File: config.mk
export PLATFORM = sky130hd
export DESIGN_NAME = vseg_decoder
export DESIGN_NICKNAME = d
export VERILOG_FILES = /design/src/rtl/vseg_pkg.sv /design/src/rtl/vseg_region_decode.sv /design/src/rtl/vseg_direct_map.sv /design/src/rtl/vseg_decoder.sv
export SDC_FILE = /design/constraint.sdc
export NUM_CORES = 1
export LEC_CHECK = 0
export BUFFER_PORTS_ARGS = -buffer_cell sky130_fd_sc_hd__buf_2
export CORE_MARGIN = 4
export CORE_UTILIZATION = 41
export DETAILED_ROUTE_END_ITERATION = 12
export PLACE_DENSITY = 0.84
export SLEW_MARGIN = 20
export SYNTH_ARGS = -nofsm -noshare
export SYNTH_HDL_FRONTEND = slang
export SYNTH_HIERARCHICAL = 1
export SYNTH_SLANG_ARGS = --single-unit
export TNS_END_PERCENT = 50
File: constraint.sdc
create_clock -name vclk -period 2.4
set_clock_uncertainty 0.1 [all_clocks]
set_input_delay 0.48 -clock vclk [all_inputs]
set_output_delay 0.48 -clock vclk [all_outputs]
set_load 0.1 [all_outputs]
File: src/rtl/vseg_pkg.sv
package vseg_pkg;
   // Region codes produced by the decoder.
   typedef enum logic [2:0] {
      RG_LOW   = 3'd0,
      RG_DIR0  = 3'd1,
      RG_DIR1  = 3'd2,
      RG_MAP2  = 3'd3,
      RG_MAP3  = 3'd4
   } region_t;

   // Top-address-bit codes of the upper-half windows.
   localparam logic [2:0] SEL_DIR0 = 3'b100;
   localparam logic [2:0] SEL_DIR1 = 3'b101;
   localparam logic [2:0] SEL_MAP2 = 3'b110;
endpackage

File: src/rtl/vseg_region_decode.sv
module vseg_region_decode
   import vseg_pkg::*;
#(
   parameter int SEL_W = 3
) (
   input  logic [SEL_W-1:0] top_bits,
   output region_t          region
);
   generate
      if (SEL_W != 3) begin : g_bad_sel
         $error("vseg_region_decode: SEL_W must be 3");
      end
   endgenerate

   always_comb begin
      if (!top_bits[SEL_W-1])            region = RG_LOW;
      else if (top_bits == SEL_DIR0)     region = RG_DIR0;
      else if (top_bits == SEL_DIR1)     region = RG_DIR1;
      else if (top_bits == SEL_MAP2)     region = RG_MAP2;
      else                               region = RG_MAP3;
   end
endmodule

File: src/rtl/vseg_direct_map.sv
module vseg_direct_map
   import vseg_pkg::*;
#(
   parameter int ADDR_W     = 32,
   parameter int SEL_W      = 3,
   parameter bit SUBTRACTOR = 1'b0
) (
   input  logic [ADDR_W-1:0] vaddr,
   input  region_t           region,
   output logic [ADDR_W-1:0] dir_addr
);
   localparam int OFF_W = ADDR_W - SEL_W;

   generate
      if (ADDR_W < SEL_W + 4) begin : g_bad_width
         $error("vseg_direct_map: ADDR_W too small");
      end
      if (SUBTRACTOR) begin : g_sub
         logic [ADDR_W-1:0] base;
         always_comb begin
            base = '0;
            if (region == RG_DIR0) base = {SEL_DIR0, {OFF_W{1'b0}}};
            if (region == RG_DIR1) base = {SEL_DIR1, {OFF_W{1'b0}}};
            dir_addr = vaddr - base;
         end
      end else begin : g_mask
         always_comb begin
            dir_addr = {{SEL_W{1'b0}}, vaddr[OFF_W-1:0]};
         end
      end
   endgenerate
endmodule

File: src/rtl/vseg_decoder.sv
module vseg_decoder
   import vseg_pkg::*;
#(
   parameter int ADDR_W     = 32,
   parameter int SEL_W      = 3,
   parameter bit SUBTRACTOR = 1'b0
) (
   input  logic [ADDR_W-1:0] vaddr,
   input  logic              user_mode,
   input  logic              erl,
   output logic              need_tlb,
   output logic [ADDR_W-1:0] phys_addr,
   output logic              direct_rw,
   output logic              uncached,
   output logic              addr_err
);
   localparam int OFF_W = ADDR_W - SEL_W;

   generate
      if (OFF_W < 4) begin : g_bad_off
         $error("vseg_decoder: offset field too narrow");
      end
   endgenerate

   region_t           region;
   logic [ADDR_W-1:0] dir_addr;

   vseg_region_decode #(.SEL_W(SEL_W)) u_region (
      .top_bits (vaddr[ADDR_W-1:OFF_W]),
      .region   (region)
   );

   vseg_direct_map #(
      .ADDR_W     (ADDR_W),
      .SEL_W      (SEL_W),
      .SUBTRACTOR (SUBTRACTOR)
   ) u_direct (
      .vaddr    (vaddr),
      .region   (region),
      .dir_addr (dir_addr)
   );

   always_comb begin
      need_tlb  = 1'b0;
      direct_rw = 1'b0;
      uncached  = 1'b0;
      addr_err  = 1'b0;
      phys_addr = '0;
      if (user_mode && region != RG_LOW) begin
         addr_err = 1'b1;
      end else begin
         unique case (region)
            RG_LOW: begin
               if (erl) begin
                  direct_rw = 1'b1;
                  phys_addr = vaddr;
               end else begin
                  need_tlb = 1'b1;
               end
            end
            RG_DIR0: begin
               direct_rw = 1'b1;
               phys_addr = dir_addr;
            end
            RG_DIR1: begin
               direct_rw = 1'b1;
               uncached  = 1'b1;
               phys_addr = dir_addr;
            end
            default: need_tlb = 1'b1;
         endcase
      end
   end

   // Checks next to the outcome logic.
   always_comb begin
      AST_ONE_OUTCOME: assert ($countones({need_tlb, direct_rw, addr_err}) == 1)
         else $error("outcome flags not one-of-three");
      AST_USER_UPPER: assert (!(user_mode && vaddr[ADDR_W-1]) || addr_err)
         else $error("user access to upper half not refused");
      AST_UNCACHED_WIN: assert (!uncached || (vaddr[ADDR_W-1:OFF_W] == SEL_DIR1 && direct_rw))
         else $error("uncached outside its window");
      AST_ERL_IDENT: assert (!(erl && !vaddr[ADDR_W-1]) || phys_addr == vaddr)
         else $error("identity window broken");
      AST_DIRECT_RANGE: assert (!(direct_rw && vaddr[ADDR_W-1]) || phys_addr[ADDR_W-1:OFF_W] == '0)
         else $error("direct window result out of range");
      AST_NO_PHYS_ON_TLB: assert (!need_tlb || phys_addr == '0)
         else $error("physical address driven on a mapped access");
   end
endmodule

==> results.toml, run 1 <==
[logic_synthesis]
syn_inst = 126
synth_top_cell_area_share = 0.3280
synth_top_cell_by_area = "a32oi_1"
synth_area_leaders = "a32oi_1, buf_4, nor2_1, buf_2, buf_6"
syn_avg_cell_area_sq_um = 6.782
ys_types = 20
ys_warn_count = 6
synth.cell_area_sq_um = 854.6
ys_seq_area_frac = 0

[run_status]
error_line = "[ERROR DPL-0033] detailed placement checks failed during check placement."
status = "stopped before the end"
haltStage = "detailed placement (3_5_place_dp)"

[floorplanning]
die_h_um = 53.66
start_util = 0.4356
fp-row-count = 16
die_width_um = 53.66
io_pins = 70

[placed_design]
gp_congestion = 0.7589
dp_hpwl_mm = 4.223
port_buffers = 70
==> cells in the mapped netlist, drive strengths merged <==
master  number
o21ai        1
nor4b        2
a31o         1
a32oi       32
clkinv       1
and2b        1
inv          1
xor2         2
a21oi        1
and2         1
nor3         1
a211oi       1
conb         1
and3         1
buf         45
nor2        34
==> metrics by stage <==
| stage | setup TNS, ns | hold slack, ns | area, sq um |
|---|---|---|---|
| after global placement | -0.9573 | 1.216 | 1962 |
| after floorplan | -6.213 | 0.9777 | 1209 |
==> cells by family after synthesis <==
family / after synthesis / share of synthesized area
buffers and inverters: 47 / 0.3880
and+or+nand+nor: 40 / 0.2196
other: 1 / 0.004388
xor gates and xnor gates: 2 / 0.02929
AOI/OAI and AO/OA: 36 / 0.3587
==> inputs of run 2 (changes only) <==
--- a/config.mk
+++ b/config.mk
@@ -6,10 +6,10 @@
 export NUM_CORES = 1
 export LEC_CHECK = 0
 export BUFFER_PORTS_ARGS = -buffer_cell sky130_fd_sc_hd__buf_2
-export CORE_MARGIN = 4
-export CORE_UTILIZATION = 41
+export CORE_AREA = 4 4 65 67
 export DETAILED_ROUTE_END_ITERATION = 12
-export PLACE_DENSITY = 0.84
+export DIE_AREA = 0 0 69 71
+export PLACE_DENSITY_LB_ADDON = 0.15
 export SLEW_MARGIN = 20
 export SYNTH_ARGS = -nofsm -noshare
 export SYNTH_HDL_FRONTEND = slang
==> results.toml, run 2 <==
[run_status]
status = "complete, but fails checks"
violations = "negative setup slack"

[setup_path]
startpoint = "vaddr[30]"
start_kind = "input port"
crit_type = "in2out"
cp_max_fo = 11
timing.critical_path.required_ns = 1.82
arrival_ns = 1.90
endpoint_kind = "output pin"

[route]
routedWlPerCell_um = 14.89
first_iter_violations = 36
via_per_inst = 4.807
vias = 1072
drt_wl_total_mm = 3.320
drcViolationCount = 0
drtPass1Iterations = 2
antenna_left = 0

[power_and_ir_drop]
vdd_drop_max_uv = 284.0
powerDensity_nw_per_um2 = 546.9
p_clk_frac = 0
leakage_uw = 0.0008233
power_uw = 1189
internal-power_uw = 435.1
p_comb_frac = 1.000
p_sw_frac = 0.6342
power_frac_seq = 0
power.switching_uw = 754.3

[finish]
nNetsFinal = 211
n_sequential_cell = 0
area_growth_pct = 154.5
diodes = 0
drive_gt1_frac = 0.8286
clkbuf_count = 0
mostFrequentLayoutCells = "buf_12, nor2_4, buf_2"
seqCellArea_sq_um = 0
nFillCells = 322
post-route-util = 0.5985
final_common_cell = "buf_12"
fin_cells = 223

[hold_path]
hp-start = "user_mode"
min_path_type = "in2out"

[global_routing]
grt.overflow.total = 0
grt_pass1_wl_mm = 5.154
grt.total_usage = 0.1205
antenna_found_initial = 0
first_global_vias = 1051
grt_start_max_net_pins = 23

[timing]
fin_crit_ns = 2.482
finalMaxSlewViolations = 0
max_freq_mhz = 402.9
timing.final.ws_setup_ns = -0.08186
setup_viol = 27
hold_viol = 0
fin_crit_sh = 1.034
rsz0062_at_grt = "yes"

[logic_synthesis]
syn_avg_cell_area_sq_um = 6.782
ys_seq_area_frac = 0
synthAdderAreaFrac = 0
ys_warn_count = 6
synth.top_cells.by_count = "nor2_1, a32oi_1, buf_4, buf_2, buf_6"
synth_area_leaders = "a32oi_1, buf_4, nor2_1, buf_2, buf_6"
synth.cell_area_sq_um = 854.6
ys_types = 20
synth_top_cell_by_area = "a32oi_1"
synth_compound_area_frac = 0.3587
synth_top_family_by_area = "buffers and inverters"
synthXorXnorAreaFrac = 0.02928
syn_inst = 126
yosys.area_share.simple = 0.2196
synth_top_cell_area_share = 0.3280
yosysMostFrequentCell = "nor2_1"
synth.area.mux_share = 0

[floorplanning]
die_h_um = 71
die_width_um = 69
io_pins = 70
start_util = 0.2352
fp-row-count = 22
coreArea_sq_um = 3633
dieArea_sq_um = 4899

[clocking]
ctsHoldBuffers = 0

[placed_design]
dp_hpwl_mm = 2.470
gp_congestion = 0.7291
port_buffers = 70
place_inst = 217

[run]
drv_cap = 0
-- run 2: cell counts after synthesis --
Identical to the previous run, type by type.
-- run 2: repair_timing --
| action | 4_1_cts | 5_1_grt |
|---|---|---|
| setup endpoints to repair | 32 | 33 |
| pin swaps | 2 | 4 |
| setup buffers | 2 | 1 |
| gates resized for setup | 12 | 5 |
| gates cloned | 1 | 2 |
-- run 2: worst paths after layout --
kind	endpoint	slack [ns]	cells past startpoint
setup / recovery	phys_addr[26]	-0.08	9
hold / removal	uncached	1.22	3
-- run 2: area by class of cell --
| type | count | area (sq um) | area share |
|---|---|---|---|
| well taps | 48 | 60.06 | 0.02762 |
| multi-input cells | 81 | 922.1 | 0.4240 |
| inverters | 2 | 7.507 | 0.003452 |
| repair buffers | 92 | 1185 | 0.5449 |
-- run 2: cell families (layout without fill, tap and decap cells) --
kind of cell	count (synthesis)	after routing
buf+inv	47	94
simple gates	40	40
compound gates	36	36
xor+xnor	2	2
other cells	1	3
-- run 2: power by group through the flow --
stage	Combinational (uW)	Sequential, uW	Clock, uW
6_report	1190	0	0
5_1_grt	1230	0	0
4_1_cts	1170	0	0
3_5_place_dp	1150	0	0
3_3_place_gp	1140	0	0
2_1_floorplan	790	0	0
-- run 2: metal layers --
| metal | up-vias | global-route usage | wire, um | part of all wire |
|---|---|---|---|---|
| li1 | 540 | - | - | - |
| met1 | 496 | 0.1449 | 1239 | 0.37 |
| met2 | 34 | 0.2299 | 1848 | 0.56 |
| met3 | 2 | 0.02841 | 209 | 0.063 |
| met4 | 0 | 0 | 22 | 0.0066 |
| met5 | - | 0 | 0 | 0 |
-- run 2: metrics by stage --
stage	cell area, sq um	TNS [ns]	worst slack [ns]	hold WS (ns)
after CTS	2087	-0.8090	-0.06017	1.220
after global placement	2006	-0.5356	-0.04238	1.220
after floorplan	1209	-6.213	-0.2381	0.9777
after detailed placement	2006	-2.081	-0.1080	1.218
after global routing	2175	-3.753	-0.1570	1.235
final	2175	-1.174	-0.08186	1.216
-- run 2: critical path, cell delays in order --
cell and delay [ns]:
buf_6 0.10, xor2_1 0.14, and2_4 0.17, nor4b_4 0.26
buf_6 0.18, clkbuf_16 0.16, a32oi_1 0.08, nor2_4 0.13
buf_12 0.18
No activity file was read; power rests on OpenSTA's default activity.
==> inputs of run 3 (changes only) <==
--- a/config.mk
+++ b/config.mk
@@ -6,10 +6,11 @@
 export NUM_CORES = 1
 export LEC_CHECK = 0
 export BUFFER_PORTS_ARGS = -buffer_cell sky130_fd_sc_hd__buf_2
+export CAP_MARGIN = 40
 export CORE_AREA = 4 4 65 67
 export DETAILED_ROUTE_END_ITERATION = 12
 export DIE_AREA = 0 0 69 71
-export PLACE_DENSITY_LB_ADDON = 0.15
+export PLACE_DENSITY = 0.63
 export SLEW_MARGIN = 20
 export SYNTH_ARGS = -nofsm -noshare
 export SYNTH_HDL_FRONTEND = slang
==> results.toml, run 3 (same netlist as run 2, synthesis figures left out) <==
[setup_path]
timing.critical_path.required_ns = 1.82
endpoint_kind = "output pin"
arrival_ns = 1.90
cp_max_fo = 5
start_kind = "input port"
crit_type = "in2out"

[route]
drtPass1Iterations = 4
drt_wl_total_mm = 3.544
antenna_left = 0
routedWlPerCell_um = 15.82
vias = 1117
first_iter_violations = 19
drcViolationCount = 0
via_per_inst = 4.987

[run_status]
status = "complete, but fails checks"
violations = "negative setup slack"

[finish]
diodes = 0
seqCellArea_sq_um = 0
mostFrequentLayoutCells = "buf_12, nor2_4, buf_2"
drive_gt1_frac = 0.9034
multi_input_area_sq_um = 1121
final_common_cell = "buf_12"
nNetsFinal = 212
area_growth_pct = 178.5
n_sequential_cell = 0
clkbuf_count = 0
nFillCells = 290

[timing]
setup_total_negative_slack_ns = -1.544
finalMaxSlewViolations = 0
timing.final.ws_setup_ns = -0.08355
fin_crit_ns = 2.484
setup_viol = 30
rsz0062_at_grt = "yes"
fin_crit_sh = 1.035
max_freq_mhz = 402.6
hold_viol = 0

[floorplanning]
dieArea_sq_um = 4899
fp-row-count = 22
die_width_um = 69
start_util = 0.2352
die_h_um = 71
io_pins = 70
coreArea_sq_um = 3633

[placed_design]
dp_hpwl_mm = 2.449
gp_congestion = 0.7277
port_buffers = 70

[power_and_ir_drop]
powerDensity_nw_per_um2 = 528.3
leakage_uw = 0.0008426
vdd_drop_max_uv = 311.4
power_uw = 1257

[global_routing]
grt.total_usage = 0.1273
met2_usage = 0.2225
grt_start_max_net_pins = 19
grt-busiest-layer = "met2"
grt.overflow.total = 0
met3_usage = 0.03977
first_global_vias = 1077
grt_pass1_wl_mm = 5.506
antenna_found_initial = 0
grt.met1_usage = 0.1635

[run]
drv_cap = 0

[hold_path]
min_path_type = "in2out"
hold_path_depth = 3
hp-start = "user_mode"
min_to = "uncached"
==> run 3: changes by cell type in the layout (fill, tap and decap cells not counted), moves of 2 or more <==
cell,change
a32oi_1,-12
a32oi_2,+3
a32oi_4,+9
buf_4,+2
buf_6,-3
buf_8,+2
==> run 3: worst max-delay path, stage by stage <==
cell and delay, ns:
buf_8 0.10, xor2_2 0.16, and2_4 0.17, nor4b_4 0.25, buf_6 0.18, clkbuf_16 0.16, a32oi_1 0.09, nor2_4 0.13
buf_12 0.18
==> run 3: power by group <==
group	leakage, uW	switching [uW]	internal (uW)
clock network	0	0	0
registers	0	0	0
logic	0.000843	788	469
total	0.000843	788	469
==> run 3: per-layer routing <==
layer / wire length [um] / share of wire
met1: 1435 / 0.40
met2: 1791 / 0.51
met3: 316 / 0.089
met4: 0 / 0
met5: 0 / 0
==> run 3: cell type report <==
type | instances | area share
Timing Repair Buffer | 93 | 0.5005
Multi-Input combinational cell | 81 | 0.4711
Tap cell | 48 | 0.02524
Inverter | 2 | 0.003155
==> run 3: what timing repair did <==
| action | CTS | global route |
|---|---|---|
| gates cloned | 1 | 2 |
| hold buffers | 0 | 0 |
| endpoints found under the hold margin | 0 | 0 |
| pin swaps | 5 | 11 |
| setup buffers | 2 | 1 |
| gates resized for setup | 22 | 22 |
| endpoints found under the setup margin | 32 | 33 |
==> run 3: worst max-delay path by stage <==
stage,start,endpoint,slack [ns]
detailed placement,vaddr[30],phys_addr[31],-0.15
global placement,vaddr[29],phys_addr[4],-0.09
CTS,vaddr[30],phys_addr[23],-0.08
floorplan,vaddr[30],need_tlb,-0.24
global route,vaddr[30],phys_addr[29],-0.16
finish,vaddr[30],phys_addr[29],-0.08
==> run 3: stage by stage <==
stage / hold WS, ns / std cells / util / area (sq um) / worst slack (ns)
after floorplan: 0.9777 / 128 / - / 1209 / -0.2381
after global placement: 1.221 / 218 / 0.5541 / 2013 / -0.09204
after detailed placement: 1.223 / 218 / 0.5541 / 2013 / -0.1452
after CTS: 1.225 / 221 / 0.5971 / 2170 / -0.07662
after global routing: 1.241 / 224 / 0.6550 / 2380 / -0.1629
final: 1.224 / 224 / 0.6550 / 2380 / -0.08355
==> inputs of run 4 (changes only) <==
--- a/config.mk
+++ b/config.mk
@@ -6,10 +6,11 @@
 export NUM_CORES = 1
 export LEC_CHECK = 0
 export BUFFER_PORTS_ARGS = -buffer_cell sky130_fd_sc_hd__buf_2
-export CAP_MARGIN = 40
+export CAP_MARGIN = 30
 export CORE_AREA = 4 4 65 67
 export DETAILED_ROUTE_END_ITERATION = 12
 export DIE_AREA = 0 0 69 71
+export MAX_ROUTING_LAYER = met4
 export PLACE_DENSITY = 0.63
 export SLEW_MARGIN = 20
 export SYNTH_ARGS = -nofsm -noshare
==> results.toml, run 4 (same netlist as run 2, synthesis figures left out) <==
[run_status]
status = "complete, but fails checks"
violations = "negative setup slack"

[global_routing]
first_global_vias = 1073
grt_pass1_wl_mm = 5.499
grt.total_usage = 0.1314
grt_start_max_net_pins = 19
antenna_found_initial = 0
grt.overflow.total = 0

[finish]
fin_cells = 223
area_growth_pct = 171.0
n_sequential_cell = 0
nFillCells = 301
clkbuf_count = 0
diodes = 0
drive_gt1_frac = 0.8914
post-route-util = 0.6374
final_common_cell = "buf_12"
mostFrequentLayoutCells = "buf_12, nor2_4, buf_2"
seqCellArea_sq_um = 0
nNetsFinal = 211
multi_input_area_sq_um = 1072

[power_and_ir_drop]
powerDensity_nw_per_um2 = 533.7
leakage_uw = 0.0008344
vdd_drop_max_uv = 312.8
power_uw = 1236

[setup_path]
worstSetupPathDepth = 9
arrival_ns = 1.90
endpoint_kind = "output pin"
cp.buffers_inverters = 4
cp_cell_sequence = "buf_8 -> xor2_2 -> and2_4 -> nor4b_4 -> buf_6 -> clkbuf_16 -> a32oi_1 -> nor2_4 -> buf_12"
startpoint = "vaddr[30]"
cp_max_fo = 9
slowest_delay_ns = 0.26
crit_slowest_cell = "nor4b_4"
crit_path_end = "phys_addr[29]"
start_kind = "input port"
crit_type = "in2out"
timing.critical_path.required_ns = 1.82
crit_family = "buffers and inverters"

[timing]
max_freq_mhz = 402.6
fin_crit_ns = 2.484
finalMaxSlewViolations = 0
rsz0062_at_grt = "yes"
timing.final.ws_setup_ns = -0.08400
fin_crit_sh = 1.035
hold_viol = 0
setup_viol = 30

[floorplanning]
die_width_um = 69
coreArea_sq_um = 3633
die_h_um = 71
io_pins = 70
start_util = 0.2352
dieArea_sq_um = 4899
fp-row-count = 22

[placed_design]
gp_congestion = 0.7364
dp_hpwl_mm = 2.449
port_buffers = 70
place_inst = 218

[route]
vias = 1086
drtPass1Iterations = 4
drt_wl_total_mm = 3.448
first_iter_violations = 26
drcViolationCount = 0
antenna_left = 0
routedWlPerCell_um = 15.46
via_per_inst = 4.870

[hold_path]
min_path_type = "in2out"

[run]
drv_cap = 0
## run 4: cell count changes in the layout (fill, tap and decap cells not counted)
cell,previous run,this run
buf_6,4,2
a32oi_2,13,14
buf_4,12,13
a32oi_4,9,6
a32oi_1,10,12
## run 4: worst min-delay path by stage
stage / from / end / slack, ns / cells after the start
floorplan: user_mode / uncached / 0.98 / 1
global placement: user_mode / uncached / 1.22 / 3
detailed placement: user_mode / uncached / 1.22 / 3
CTS: user_mode / uncached / 1.23 / 3
global route: user_mode / uncached / 1.24 / 3
finish: user_mode / uncached / 1.22 / 3
## run 4: through the flow
stage / setup TNS, ns / hold WS (ns) / worst slack (ns) / instance area [sq um]
global route: -4.113 / 1.241 / -0.1748 / 2316
detailed placement: -3.140 / 1.223 / -0.1452 / 2013
finish: -1.501 / 1.225 / -0.08400 / 2316
global placement: -1.561 / 1.221 / -0.09204 / 2013
CTS: -1.407 / 1.225 / -0.07662 / 2170
floorplan: -6.213 / 0.9777 / -0.2381 / 1209
## run 4: routing by layer
layer,global-route usage,share of wire
met1,0.1735,0.43
met2,0.2193,0.50
met3,0.02841,0.074
met4,0,0
met5,-,0
## run 4: layout make-up
class,count,share of cell area
Inverter,2,0.003241
Multi-Input combinational cell,81,0.4630
Tap cell,48,0.02593
Timing Repair Buffer,92,0.5078
## run 4: repair_timing
| action | 4_1_cts | 5_1_grt |
|---|---|---|
| hold buffers | 0 | 0 |
| buffers inserted | 2 | 1 |
| pin swaps | 5 | 8 |
| gates resized for setup | 22 | 16 |
| setup endpoints to repair | 32 | 33 |
| cloned | 1 | 1 |
## run 4: power by group
group          total, uW  internal [uW]  leakage (uW)  switching [uW]
logic               1240            458      0.000834             778
registers              0              0             0               0
clock network          0              0             0               0
total               1240            458      0.000834             778
